## config.mk

```make
export PLATFORM = sky130hd
export DESIGN_NAME = opdec_top
export DESIGN_NICKNAME = d
export VERILOG_FILES = /design/src/rtl/opdec_pkg.sv /design/src/rtl/opdec_line.sv /design/src/rtl/opdec_ring.sv /design/src/rtl/opdec_cond.sv /design/src/rtl/opdec_top.sv
export SDC_FILE = /design/constraint.sdc
export NUM_CORES = 1
export LEC_CHECK = 0
export BUFFER_PORTS_ARGS = -buffer_cell sky130_fd_sc_hd__buf_4
export CORE_MARGIN = 4
export CORE_UTILIZATION = 32
export CTS_CLUSTER_DIAMETER = 80
export DETAILED_ROUTE_END_ITERATION = 7
export PLACE_DENSITY_LB_ADDON = 0.12
export RECOVER_POWER = 25
export REMOVE_ABC_BUFFERS = 1
export SYNTH_ARGS = -nofsm -noshare
export SYNTH_HDL_FRONTEND = slang
export SYNTH_SLANG_ARGS = --single-unit
```

## constraint.sdc

```tcl
create_clock -name clk -period 1.35 [get_ports clk]
set_input_delay 0.135 -clock clk [delete_from_list [all_inputs] [get_ports clk]]
set_output_delay 0.135 -clock clk [all_outputs]
set_load 0.02 [all_outputs]
```

## src/rtl/opdec_pkg.sv

```systemverilog
package opdec_pkg;

    localparam int T_W       = 7;
    localparam int OP_W      = 8;
    localparam int NUM_LINES = 7;

    typedef struct packed {
        logic fetch_op;
        logic fetch_arg;
        logic pc_inc;
        logic ld_a;
        logic ld_x;
        logic ld_y;
        logic br_eval;
        logic eoi;
    } ctrl_t;

    typedef struct packed {
        logic [OP_W-1:0] ones;
        logic [OP_W-1:0] zeros;
        logic [T_W-1:0]  slots;
        ctrl_t           ctrl;
    } line_t;

    localparam logic [T_W-1:0] SLOT_T1 = 7'b0000001;
    localparam logic [T_W-1:0] SLOT_T2 = 7'b0000010;
    localparam logic [T_W-1:0] SLOT_T3 = 7'b0000100;
    localparam logic [T_W-1:0] SLOT_T4 = 7'b0001000;

    localparam ctrl_t CTRL_NONE = '0;

    function automatic ctrl_t mk_ctrl(logic fo, logic fa, logic pi, logic la,
                                      logic lx, logic ly, logic be, logic eo);
        ctrl_t c;
        c.fetch_op  = fo;
        c.fetch_arg = fa;
        c.pc_inc    = pi;
        c.ld_a      = la;
        c.ld_x      = lx;
        c.ld_y      = ly;
        c.br_eval   = be;
        c.eoi       = eo;
        return c;
    endfunction

    // decode line table: required ones, required zeros, cycle slots, effect
    function automatic line_t line_at(int idx);
        line_t l;
        case (idx)
            0: l = '{8'hAC, 8'h50, SLOT_T1 | SLOT_T2, mk_ctrl(0, 1, 1, 0, 0, 0, 0, 0)};
            1: l = '{8'hAC, 8'h50, SLOT_T4,           mk_ctrl(1, 0, 1, 0, 0, 0, 0, 1)};
            2: l = '{8'hAC, 8'h53, SLOT_T3,           mk_ctrl(0, 0, 0, 0, 0, 1, 0, 0)};
            3: l = '{8'hAD, 8'h50, SLOT_T3,           mk_ctrl(0, 0, 0, 1, 0, 0, 0, 0)};
            4: l = '{8'hAE, 8'h50, SLOT_T3,           mk_ctrl(0, 0, 0, 0, 1, 0, 0, 0)};
            5: l = '{8'h10, 8'h0F, SLOT_T1,           mk_ctrl(0, 1, 1, 0, 0, 0, 0, 0)};
            6: l = '{8'h10, 8'h0F, SLOT_T2,           mk_ctrl(1, 0, 1, 0, 0, 0, 1, 1)};
            default: l = '{8'hFF, 8'hFF, '0, CTRL_NONE};
        endcase
        return l;
    endfunction

    localparam ctrl_t CTRL_BOOT = mk_ctrl(1, 0, 0, 0, 0, 0, 0, 1);

endpackage

```

## src/rtl/opdec_line.sv

```systemverilog
module opdec_line #(
    parameter int            OPW   = 8,
    parameter int            TW    = 7,
    parameter logic [OPW-1:0] ONES  = '0,
    parameter logic [OPW-1:0] ZEROS = '0,
    parameter logic [TW-1:0]  SLOTS = '0
) (
    input  logic [OPW-1:0] ir,
    input  logic [TW-1:0]  tstate,
    output logic           hit
);
    logic ones_ok, zeros_ok, slot_ok;

    always_comb begin
        ones_ok  = ((ir & ONES) == ONES);
        zeros_ok = ((~ir & ZEROS) == ZEROS);
        slot_ok  = |(tstate & SLOTS);
        hit      = ones_ok & zeros_ok & slot_ok;
    end
endmodule

```

## src/rtl/opdec_ring.sv

```systemverilog
module opdec_ring #(
    parameter int TW = 7
) (
    input  logic          clk,
    input  logic          rst,
    input  logic          eoi,
    output logic [TW-1:0] tstate,
    output logic          boot
);
    localparam logic [TW-1:0] FIRST = TW'(1);

    always_ff @(posedge clk) begin
        if (rst) begin
            tstate <= FIRST;
            boot   <= 1'b1;
        end else begin
            boot   <= 1'b0;
            tstate <= eoi ? FIRST : (tstate << 1);
        end
    end

    p_onehot_r1: assert property (@(posedge clk) disable iff (rst)
        $onehot0(tstate));

    p_shift_r1: assert property (@(posedge clk) disable iff (rst)
        (!eoi && tstate != '0) |=> (tstate == ($past(tstate) << 1)));

    p_restart_r2: assert property (@(posedge clk) disable iff (rst)
        eoi |=> (tstate == FIRST));

    p_stuck_r3: assert property (@(posedge clk) disable iff (rst)
        (tstate == '0) |=> (tstate == '0));
endmodule

```

## src/rtl/opdec_cond.sv

```systemverilog
module opdec_cond (
    input  logic [7:0] ir,
    input  logic [3:0] flags,
    output logic       cond_true
);
    logic sel_flag;

    always_comb begin
        unique case (ir[7:6])
            2'b00:   sel_flag = flags[3];
            2'b01:   sel_flag = flags[2];
            2'b10:   sel_flag = flags[1];
            default: sel_flag = flags[0];
        endcase
        cond_true = (sel_flag == ir[5]);
    end
endmodule

```

## src/rtl/opdec_top.sv

```systemverilog
module opdec_top
    import opdec_pkg::*;
(
    input  logic       clk,
    input  logic       rst,
    input  logic [7:0] ir,
    input  logic [3:0] flags,
    input  logic       irq,
    input  logic       nmi,
    output logic [6:0] tstate,
    output logic       fetch_opcode,
    output logic       fetch_operand,
    output logic       pc_inc,
    output logic       bus_to_a,
    output logic       bus_to_x,
    output logic       bus_to_y,
    output logic       branch_take,
    output logic       instr_end,
    output logic       irq_ack,
    output logic       nmi_ack
);
    logic [NUM_LINES-1:0] hits;
    logic                 boot;
    logic                 cond_true;
    ctrl_t                merged;
    ctrl_t                ctrl;

    opdec_ring #(.TW(T_W)) u_ring (
        .clk    (clk),
        .rst    (rst),
        .eoi    (ctrl.eoi),
        .tstate (tstate),
        .boot   (boot)
    );

    for (genvar gi = 0; gi < NUM_LINES; gi++) begin : g_line
        localparam line_t L = line_at(gi);
        opdec_line #(
            .OPW   (OP_W),
            .TW    (T_W),
            .ONES  (L.ones),
            .ZEROS (L.zeros),
            .SLOTS (L.slots)
        ) u_line (
            .ir     (ir),
            .tstate (tstate),
            .hit    (hits[gi])
        );
    end

    opdec_cond u_cond (
        .ir        (ir),
        .flags     (flags),
        .cond_true (cond_true)
    );

    always_comb begin
        merged = CTRL_NONE;
        for (int i = 0; i < NUM_LINES; i++) begin
            if (hits[i]) merged = merged | line_at(i).ctrl;
        end
        ctrl = boot ? CTRL_BOOT : merged;
    end

    assign fetch_opcode  = ctrl.fetch_op;
    assign fetch_operand = ctrl.fetch_arg;
    assign pc_inc        = ctrl.pc_inc;
    assign bus_to_a      = ctrl.ld_a;
    assign bus_to_x      = ctrl.ld_x;
    assign bus_to_y      = ctrl.ld_y;
    assign branch_take   = ctrl.br_eval & cond_true;
    assign instr_end     = ctrl.eoi;
    assign nmi_ack       = ctrl.eoi & nmi;
    assign irq_ack       = ctrl.eoi & irq & ~nmi;

    p_locked_quiet_r3: assert property (@(posedge clk) disable iff (rst)
        (tstate == '0) |-> !(instr_end || irq_ack || nmi_ack || pc_inc || fetch_opcode));

    p_ack_at_end_r10: assert property (@(posedge clk) disable iff (rst)
        (irq_ack || nmi_ack) |-> (instr_end && $onehot0({irq_ack, nmi_ack})));

    p_load_slot_r7: assert property (@(posedge clk) disable iff (rst)
        (bus_to_a || bus_to_x || bus_to_y) |-> (tstate == 7'b0000100));

    p_boot_r4: assert property (@(posedge clk) disable iff (rst)
        $fell(boot) |-> (tstate == 7'b0000001));
endmodule

```

# After elaboration in Yosys (flattened, before gate mapping)
# Cells that the tools add are included.
[op_classes]
n_eq_ne = 9
n_mux = 17
bitwise = 24
reduce_logical = 3
[ops]
columns = ["cell", "count"]
rows = [
  ["8-bit 2-to-1 mux", 13],
  ["8-bit OR", 5],
  ["1-bit AND", 16],
  ["4-bit equality test (second input constant)", 3],
  ["5-bit equality test (second input constant)", 2],
  ["7-bit by 8-bit OR with 8-bit output", 1],
  ["7-bit 2-to-1 mux", 1],
  ["7-bit NOT", 1],
  ["2-bit equality test (second input constant)", 2],
  ["2-bit OR reduction", 2],
  ["1-bit case mux with 3 select lines", 1],
  ["2-bit by 1-bit equality test with 1-bit output (second input constant)", 1],
  ["2-bit logical NOT", 1],
  ["1-bit 2-to-1 mux", 2],
  ["1-bit equality test", 1],
  ["1-bit NOT", 1],
]
[totals]
reg_bits = 8
input_bits = 16

# Logic depth before layout (Yosys ltp)
# Gate-level depths: netlist of run 1.
[depth]
ltp_word = 20
ltp_mapped = 4
ltp_nobuf = 3

# By module
# Synthesis of run 1 repeated with hierarchy kept, for this count alone.
[hier_totals]
hier_cells = 48
hier_area_um2 = 483.0
[by_module_without_submodules]
columns = ["mod", "n_inst", "cells_each", "area_per_inst_um2", "seq_area_each_um2"]
rows = [
  ["opdec_ring", 1, 15, 211.5, 160.2],
  ["opdec_top", 1, 13, 80.1, 0.0],
  ["opdec_line at g_line[3].u_line ...", 2, 3, 21.3, 0.0],
  ["opdec_line at g_line[5].u_line ...", 2, 2, 21.3, 0.0],
  ["opdec_cond", 1, 2, 31.3, 0.0],
  ["opdec_line at g_line[2].u_line", 1, 3, 28.8, 0.0],
  ["opdec_line at g_line[0].u_line", 1, 2, 23.8, 0.0],
  ["opdec_line at g_line[1].u_line", 1, 3, 22.5, 0.0],
]

# Worst setup path before layout of run 1
# OpenSTA, ideal clock, no wires.
[synth_timing]
kind = "input to output"
startpoint = "input ir[6]"
endpoint = "output bus_to_y"
arrival_ns = 1.270
required_time_ns = 1.215
setup_slack_ns = -0.055
path_stages = 3
path_buffers = 0
cell_sequence = "and4bb_2 nand2_2 nor4_1"
[synth_via]
elab_chain_len = 16
elab_cells_between_ends = 23
classes_between = "eq/ne: 2; mux: 7; bitwise: 14"
[synth_lines]
columns = ["item", "line", "rtl"]
rows = [
  ["start: declaration", "opdec_top.sv:6", "input logic [7:0] ir,"],
  ["7-bit NOT (*)", "n/a", ""],
  ["2-bit equality test", "opdec_line.sv:16", "zeros_ok = ((~ir & ZEROS) == ZEROS);"],
  ["1-bit AND (2 in series)", "opdec_line.sv:18", "hit = ones_ok & zeros_ok & slot_ok;"],
  ["8-bit 2-to-1 mux", "opdec_top.sv:60", "if (hits[i]) merged = merged | line_at(i).ctrl;"],
  ["8-bit OR", "opdec_top.sv:60", ""],
  ["8-bit 2-to-1 mux", "opdec_top.sv:60", ""],
  ["8-bit OR", "opdec_top.sv:60", ""],
  ["8-bit 2-to-1 mux", "opdec_top.sv:60", ""],
  ["8-bit OR", "opdec_top.sv:60", ""],
  ["8-bit 2-to-1 mux (*)", "opdec_top.sv:60", ""],
  ["8-bit OR", "opdec_top.sv:60", ""],
  ["8-bit 2-to-1 mux (*)", "opdec_top.sv:60", ""],
  ["8-bit OR", "opdec_top.sv:60", ""],
  ["8-bit 2-to-1 mux (*)", "opdec_top.sv:60", ""],
  ["8-bit 2-to-1 mux (*)", "opdec_top.sv:62", "ctrl = boot ? CTRL_BOOT : merged;"],
  ["end: declaration", "opdec_top.sv:16", "output logic bus_to_y,"],
]
# Every way passes the cells marked *; elsewhere a longest branch is shown, timed or not.

# Worst setup path after layout of run 1
[layout_timing]
startpoint = "input ir[6]"
endpoint = "output fetch_operand"
[layout_via]
elab_chain_len = 18
elab_cells_between_ends = 26
classes_between = "eq/ne: 2; mux: 8; bitwise: 16"
[layout_lines]
columns = ["item", "line", "rtl"]
rows = [
  ["7-bit NOT (*)", "n/a", ""],
  ["2-bit equality test", "opdec_line.sv:16", ""],
  ["1-bit AND (2 in series)", "opdec_line.sv:18", ""],
  ["7-bit 2-to-1 mux", "opdec_top.sv:60", ""],
  ["7-bit by 8-bit OR with 8-bit output", "opdec_top.sv:60", ""],
  ["8-bit 2-to-1 mux", "opdec_top.sv:60", ""],
  ["8-bit OR", "opdec_top.sv:60", ""],
  ["8-bit 2-to-1 mux", "opdec_top.sv:60", ""],
  ["8-bit OR", "opdec_top.sv:60", ""],
  ["8-bit 2-to-1 mux", "opdec_top.sv:60", ""],
  ["8-bit OR", "opdec_top.sv:60", ""],
  ["8-bit 2-to-1 mux (*)", "opdec_top.sv:60", ""],
  ["8-bit OR", "opdec_top.sv:60", ""],
  ["8-bit 2-to-1 mux (*)", "opdec_top.sv:60", ""],
  ["8-bit OR", "opdec_top.sv:60", ""],
  ["8-bit 2-to-1 mux (*)", "opdec_top.sv:60", ""],
  ["8-bit 2-to-1 mux (*)", "opdec_top.sv:62", ""],
  ["end: declaration", "opdec_top.sv:12", "output logic fetch_operand,"],
]
# Marks and branches as above.

==> metrics, run 1 <==
die span in x=roughly 46 um; worst slack at placement=between 9 and 10 ps; Final Wtd Congestion=0.8132; Relative slew margins=between 70 and 80%; Vias/cell=~5.3; synthesis-stage register bit count=8; fin crit period=1330 ps; Critical Path, Cell by Cell=buf_4 > and4bb_4 > nand2_2 > o32ai_1 > buf_4; commonest non-fill, non-tap cell in the layout=buf_4; drt drc=0; I/O Buffers=32; Hold Vio Cnt, Final=0; area taken by multi-input logic gates=~290 sq um; ys flop type=dfxtp_1; crit path DAT=around 1200 ps; Static Leak=around 0.35 nW; worst skew pair latency=about 250 ps; hpwl dp=approximately 1200 um; CP startpoint kind=input pin; H-tree depth=1; MaxCap Viol Count=0; critical path peak fanout=5; worst r2r src=u_ring.boot; layout cells sized above 1=58.62%; final wirelength=roughly 1500 um; initial cell density of the core=between 30% and 40%; DR pass1 iterations=4; Critical Path End Type=primary output; Syn Area/Cell=9.930 sq um; Synth top area share=34.32%; total track usage=between 15 and 20%; Synth area leader=dfxtp_1; Clock Sinks=8; grt total ovfl=0; register area share after synthesis=roughly 34%; Final Skew=about 4.8 ps; library cells used by synthesis=22; final slew viol count=0; clk buf depth=2; main combinational cell family by area after synthesis=simple AND/OR/NAND/NOR gates; layout filler cell count=around 130; most frequent cells in the layout=33 x buf_4, 6 x and4_1, 5 x inv_1, 5 x dfxtp_1, 4 x clkbuf_4; vias in the first global route=about 540; max incr delay on CP=370 ps; Tcrit/Tclk final=a little over nine tenths; mapped cell area=about 470 sq um; Worst-path clk slew=around 50 ps; final setup fails=0; RSZ-0062 raised after global routing=false; area of the core=approximately 1300 sq um; largest net degree at the start of global routing=8; RR Endpoint=u_ring.tstate[5]; # nets final=between 100 and 150; average wire per standard cell=~15 um; min setup slack post-route=20.33 ps; Crit Path Category=input pin to primary output; Post-synth EDFFs=0; Yosys Warn Count=0; via count=543; Simple-Gate Fraction of Synth Area=39.95%; largest cells by area after synthesis=dfxtp_1 34%, and4_1 11%, nand3_4 7.5%; fmax=roughly 750 MHz; HP Start=ir[1]; P&R area growth vs syn=72.12%; Reg2Reg Setup Slack=between 200 and 300 ps; mux share of post-synthesis cell area=4.826%; VDD IR max=between 0.5 and 0.6 mV; die area=~2100 sq um; Synth Area in Compound Gates=between 10 and 15%; Slowest cell on crit path=and4bb_4; Die Span Y=~46 um; Post-DRT Antenna Nets=0; CTS buffer count=3; worst-case hold path end point=u_ring.tstate[6]; asr flop ratio synth=0%; root buffer cell=clkbuf_4; antenna violations before repair=0; Slew @ Worst Pin=326.7 ps; power per cell area=approximately 700 nW/um^2; Syn Inst Count=47; final core occ=about three fifths; DRT iter0 DRCs=3; CTS tree=built; Synth Area in Adders=0%; reg2reg path depth=3; CP required=1220 ps; WHS Path Cells=4; I/O pin cnt=33; global-route wire length before repair=between 2000 and 2500 um; XOR/XNOR Fraction of Synth Area=about 1.9%; Crit path top cell by count=buf_4; Tightest Hold Check Type=input pin to flip-flop; Std-Cell Rows=13; status=finished, final reports clean; Inserted Diodes=0; FF+latch area=around 170 sq um
==> state kept, by name, indices dropped and copies added (netlist names) <==
| name | count |
|---|---|
| u_ring.boot | 1 |
| u_ring.tstate | 7 |
==> final cells by class <==
cell class	instances	area share, %
clock buffer	3	2.804
timing repair buffer	38	34.42
tap	15	2.336
sequential	8	21.34
inverter	6	3.115
multi-input combinational	32	35.98
==> cells by family (layout without fill, tap and decap cells) <==
| logic type | after synthesis | count (layout) |
|---|---|---|
| AND/OR/NAND/NOR | 23 | 23 |
| buffers and inverters | 7 | 47 |
| flip-flops | 8 | 8 |
| XOR/XNOR | 1 | 1 |
| AO/OA/AOI/OAI | 7 | 7 |
| multiplexers | 1 | 1 |
==> where the power goes <==
group | switching, mW | internal [mW]
clock network | 0.0797 | 0.102
logic | 0.0584 | 0.0687
registers | 0.00938 | 0.239
total | 0.147 | 0.409
==> worst max-delay path by stage <==
stage	startpoint	endpoint	slack, ps	depth (start not counted)
6_report	ir[6]	fetch_operand	20	5
5_1_grt	u_ring.tstate[1]	fetch_operand	1	3
4_1_cts	ir[6]	fetch_operand	2	5
3_5_place_dp	ir[6]	fetch_operand	9	5
3_3_place_gp	ir[6]	bus_to_y	60	5
2_1_floorplan	ir[6]	bus_to_y	-50	3
==> metal layers <==
layer  GRT usage (%)  share of wire (%)  vias to the layer above
met5               0                  0                        -
met4           10.80                1.8                        0
met3           6.250                 10                        5
met2           24.45                 48                       37
met1           16.47                 39                      238
li1                -                  -                      263
==> what timing repair did <==
action | in CTS | in global routing
resized for setup | 9 | 2
endpoints found under the hold margin | 1 | 0
setup endpoints to repair | 8 | 3
setup buffers | 1 | 0
pin swaps | 2 | 1
hold buffers | 1 | 0
==> worst max-delay path, delay by kind of cell <==
family          cells  cell delay (ps)
simple gates        2              480
buf+inv             2              320
compound gates      1              260
==> synth_stat cells (2+ instances only) <==
cell	count
a31oi_1	2
nor3_1	2
and4_1	6
nand2_1	3
dfxtp_1	8
nand3_1	2
o211ai_1	2
nor2_1	2
inv_1	6
nand3_4	2
==> through the flow <==
stage	setup TNS, ps	instance area [sq um]	hold WS [ps]	power [mW]	cells
2_1_floorplan	-57.70	459.2	162.7	0.3065	46
3_3_place_gp	0	748.2	249.0	0.3728	97
3_5_place_dp	0	748.2	251.1	0.3753	97
4_1_cts	0	808.3	386.7	0.5651	102
5_1_grt	0	803.3	385.7	0.5894	102
6_report	0	803.3	388.4	0.5568	102
(Power assumes the default switching activity.)
==> inputs of run 2 (changes only) <==
- BUFFER_PORTS_ARGS: -buffer_cell sky130_fd_sc_hd__buf_4 -> default
- DONT_BUFFER_PORTS: default -> 1
==> metrics, run 2 (synthesis results as in run 1) <==
dpl cells=75; final setup fails=0; hpwl dp=1044 um; crit path DAT=1160 ps; Std-Cell Rows=13; Vias/cell=approximately 5.5; Tcrit/Tclk final=96.25%; CP required=between 1000 and 1500 ps; initial cell density of the core=between 30% and 40%; top flop regs=u_ring.tstate (7), u_ring.boot (1); Post-DRT Antenna Nets=0; DR pass1 iterations=2; Crit Path Category=flip-flop to primary output; max reg flops=7; final slew viol count=0; Clock Sinks=8; reg2reg path depth=2; I/O Buffers=0; fin crit period=between 1000 and 1500 ps; P&R area growth vs syn=41.82%; die span in x=~46 um; die area=between 2000 and 2500 sq um; average wire per standard cell=~16 um; min setup slack post-route=between 50 and 60 ps; # nets final=86; Layout Cells excl Fill=between 80 and 90; H-tree depth=1; Die Span Y=about 46 um; commonest non-fill, non-tap cell in the layout=buf_4; VDD IR max=~0.35 mV; Hold Vio Cnt, Final=0; Relative slew margins=about 78%; WHS Path Cells=2; most frequent cells in the layout=17 x buf_4, 6 x and4_1, 5 x inv_1, 5 x dfxtp_1; layout cells sized above 1=50.00%; clk buf depth=2; Static Leak=0.2654 nW; area of the core=~1300 sq um; critical path peak fanout=7; overall power=~0.51 mW; CP startpoint kind=flip-flop; Final Skew=12.24 ps; antenna violations before repair=0; final wirelength=1334 um; via count=459; worst-case hold path end point=u_ring.tstate[0]; global-route wire length before repair=roughly 1800 um; fmax=a little under 800 MHz; HP Start=rst; worst slack at placement=roughly 120 ps; root buffer cell=clkbuf_4; cell area after layout=about 660 sq um; CTS buffer count=3; drt drc=0; vias in the first global route=432; Reg2Reg Setup Slack=between 400 and 500 ps; CTS tree=built; status=finished, final reports clean; DRT iter0 DRCs=2; Final Wtd Congestion=between 0.8 and 0.9; total track usage=12.05%; final hold slack=around 73 ps; power per cell area=roughly 770 nW/um^2; Inserted Diodes=0; Slew @ Worst Pin=about 330 ps; Fin Setup TNS=0 ps; Top reg by flops=u_ring.tstate; worst skew pair latency=around 260 ps; MaxCap Viol Count=0; Worst-path clk slew=~60 ps; final core occ=a little under 50%; grt total ovfl=0; largest net degree at the start of global routing=11; dpl cell area=583.1 sq um; Critical Path End Type=primary output; Tightest Hold Check Type=input pin to flip-flop; RR Endpoint=u_ring.tstate[4]; worst r2r src=u_ring.boot; I/O pin cnt=33
## run 2: critical path: stages, from the launching register on
cell      delay [ps]
dfxtp_2          350
nand3_4          110
a311oi_2         260
buf_4            180
## run 2: worst max path at each step
| stage | start | to | slack [ps] | cells after the start |
|---|---|---|---|---|
| 2_1_floorplan | ir[6] | bus_to_y | -50 | 3 |
| 3_3_place_gp | ir[6] | irq_ack | 170 | 4 |
| 3_5_place_dp | ir[0] | irq_ack | 120 | 4 |
| 4_1_cts | u_ring.tstate[1] | irq_ack | -40 | 3 |
| 5_1_grt | u_ring.boot | bus_to_y | -20 | 4 |
| 6_report | u_ring.tstate[3] | irq_ack | 50 | 3 |
## run 2: routing by layer
layer | share of wire, % | wire [um] | global-route usage, % | up-vias
li1 | - | - | - | 221
met1 | 36 | 484 | 11.16 | 206
met2 | 46 | 619 | 18.13 | 28
met3 | 15 | 195 | 8.984 | 4
met4 | 2.5 | 34 | 8.523 | 0
met5 | 0 | 0 | 0 | -
## run 2: power by group
| part | total [mW] | internal (mW) | leakage (nW) | switching, mW |
|---|---|---|---|---|
| sequential | 0.249 | 0.241 | 0.0669 | 0.00859 |
| combinational | 0.0777 | 0.0351 | 0.185 | 0.0426 |
| clock | 0.184 | 0.102 | 0.0138 | 0.0820 |
## run 2: area by class of cell
class	count	area, sq um
Fill cell	136	671.9
Multi-Input combinational cell	32	287.8
Sequential cell	8	168.9
Timing Repair Buffer	19	141.4
Clock buffer	3	22.52
Inverter	6	22.52
Tap cell	15	18.77
## run 2: repair_timing
item,4_1_cts,5_1_grt
pin swaps,0,1
hold buffers,1,0
setup endpoints to repair,6,4
gates resized for setup,3,5
hold endpoints to repair,1,0
setup buffers,0,4
==> inputs of run 3 (changes only) <==
- PLACE_DENSITY: default -> 0.48
- PLACE_DENSITY_LB_ADDON: 0.12 -> default
- SKIP_CTS_REPAIR_TIMING: default -> 1
==> metrics, run 3 (synthesis results as in run 1) <==
Top reg by flops=u_ring.tstate; internal power=0.3791 mW; min setup slack post-route=~14 ps; power per cell area=roughly 790 nW/um^2; Final Skew=between 0.4 and 0.5 ps; largest net degree at the start of global routing=11; Static Leak=around 0.26 nW; worst skew pair latency=roughly 260 ps; layout cells sized above 1=50.00%; root buffer cell=clkbuf_4; Crit Path Category=flip-flop to primary output; VDD IR max=between 0.4 and 0.5 mV; CTS buffer count=3; Std-Cell Rows=13; # nets final=84; vias in the first global route=between 400 and 500; Layout Cells excl Fill=a little over 80; area taken by multi-input logic gates=295.3 sq um; crit path DAT=1200 ps; final setup fails=0; initial cell density of the core=34.99%; Worst-path clk slew=about 50 ps; fin crit period=~1300 ps; P&R area growth vs syn=39.41%; I/O pin cnt=33; Switching Share=between 20% and 30%; H-tree depth=1; average wire per standard cell=approximately 16 um; final hold slack=between 70 and 80 ps; CTS tree=built; Vias/cell=5.778; Logic pwr share=between 10% and 20%; Die Span Y=about 46 um; Post-DRT Antenna Nets=0; Slew @ Worst Pin=340.8 ps; CP startpoint kind=flip-flop; clock share of power=36.3%; final wirelength=1314 um; final slew viol count=0; fmax=approximately 750 MHz; max reg flops=7; Final Wtd Congestion=just over 0.8; layout filler cell count=about 140; area of the core=about 1300 sq um; dpl cells=75; Hold Vio Cnt, Final=0; clk buf depth=2; DR pass1 iterations=4; via count=468; grt total ovfl=0; RSZ-0062 raised after global routing=true; global-route wire length before repair=just under 2000 um; Fin Setup TNS=0 ps; worst slack at placement=between 100 and 150 ps; Critical Path End Type=primary output; commonest non-fill, non-tap cell in the layout=buf_4; part of the power in registers=approximately 49%; MaxCap Viol Count=0; I/O Buffers=0; DRT iter0 DRCs=7; antenna violations before repair=0; Clock Sinks=8; Relative slew margins=roughly 77%; FF+latch area=about 170 sq um; status=finished, final reports clean; die area=between 2000 and 2500 sq um; Tcrit/Tclk final=99.00%; critical path peak fanout=6; Inserted Diodes=0; overall power=roughly 0.52 mW; Tightest Hold Check Type=input pin to flip-flop; hpwl dp=between 1000 and 1500 um; drt drc=0; most frequent cells in the layout=15 x buf_4, 6 x and4_1, 6 x dfxtp_1; CP required=between 1000 and 1500 ps; die span in x=about 46 um; total track usage=13.21%; top flop regs=u_ring.tstate (7), u_ring.boot (1); Psw=between 0.1 and 0.15 mW
[run 3: changes by cell type in the layout (fill, tap and decap cells not counted)]
cell     previous run  this run
nor3_2              2         3
nand2_1             3         2
buf_4              17        15
dfxtp_4             2         1
nand2_2             1         2
dfxtp_1             5         6
nor3_1              1         0
[run 3: per-layer routing]
layer | track usage, % | wire length (um) | vias up
met5 | 0 | 0 | -
met4 | 6.250 | 25 | 0
met3 | 10.16 | 195 | 4
met2 | 19.51 | 600 | 36
met1 | 13.63 | 492 | 208
li1 | - | - | 220
[run 3: path summary, 6_finish.rpt]
path	start	slack (ps)	depth (start not counted)	endpoint
max	u_ring.tstate[1]	10	3	irq_ack
max reg2reg	u_ring.boot	390	2	u_ring.tstate[1]
min	rst	80	2	u_ring.tstate[0]
min reg2reg	u_ring.tstate[3]	580	2	u_ring.tstate[0]
[run 3: final cells by class]
class | count | share of cell area (%)
sequential | 8 | 25.38
timing repair buffer | 17 | 19.42
inverter | 6 | 3.462
tap | 15 | 2.885
multi-input combinational | 32 | 45.38
clock buffer | 3 | 3.462
[run 3: stage by stage]
step / cell area, sq um / utilization [%]
final: 650.6 / 48.78
after global routing: 650.6 / 48.78
after CTS: 605.6 / 45.40
after detailed placement: 583.1 / 43.71
after global placement: 583.1 / 43.71
after floorplan: 459.2 / -
[run 3: power by group through the flow]
stage	clock (mW)	combinational (mW)	sequential, mW
6_report	0.188	0.0784	0.250
4_1_cts	0.191	0.0757	0.251
3_5_place_dp	0	0.0753	0.255
3_3_place_gp	0	0.0737	0.256
5_1_grt	0.197	0.0853	0.252
2_1_floorplan	0	0.0474	0.259
[run 3: critical path, stage by stage (launching register included)]
cell      delay [ps]
dfxtp_4          380
nand3_4          100
a311oi_2         280
buf_4            180
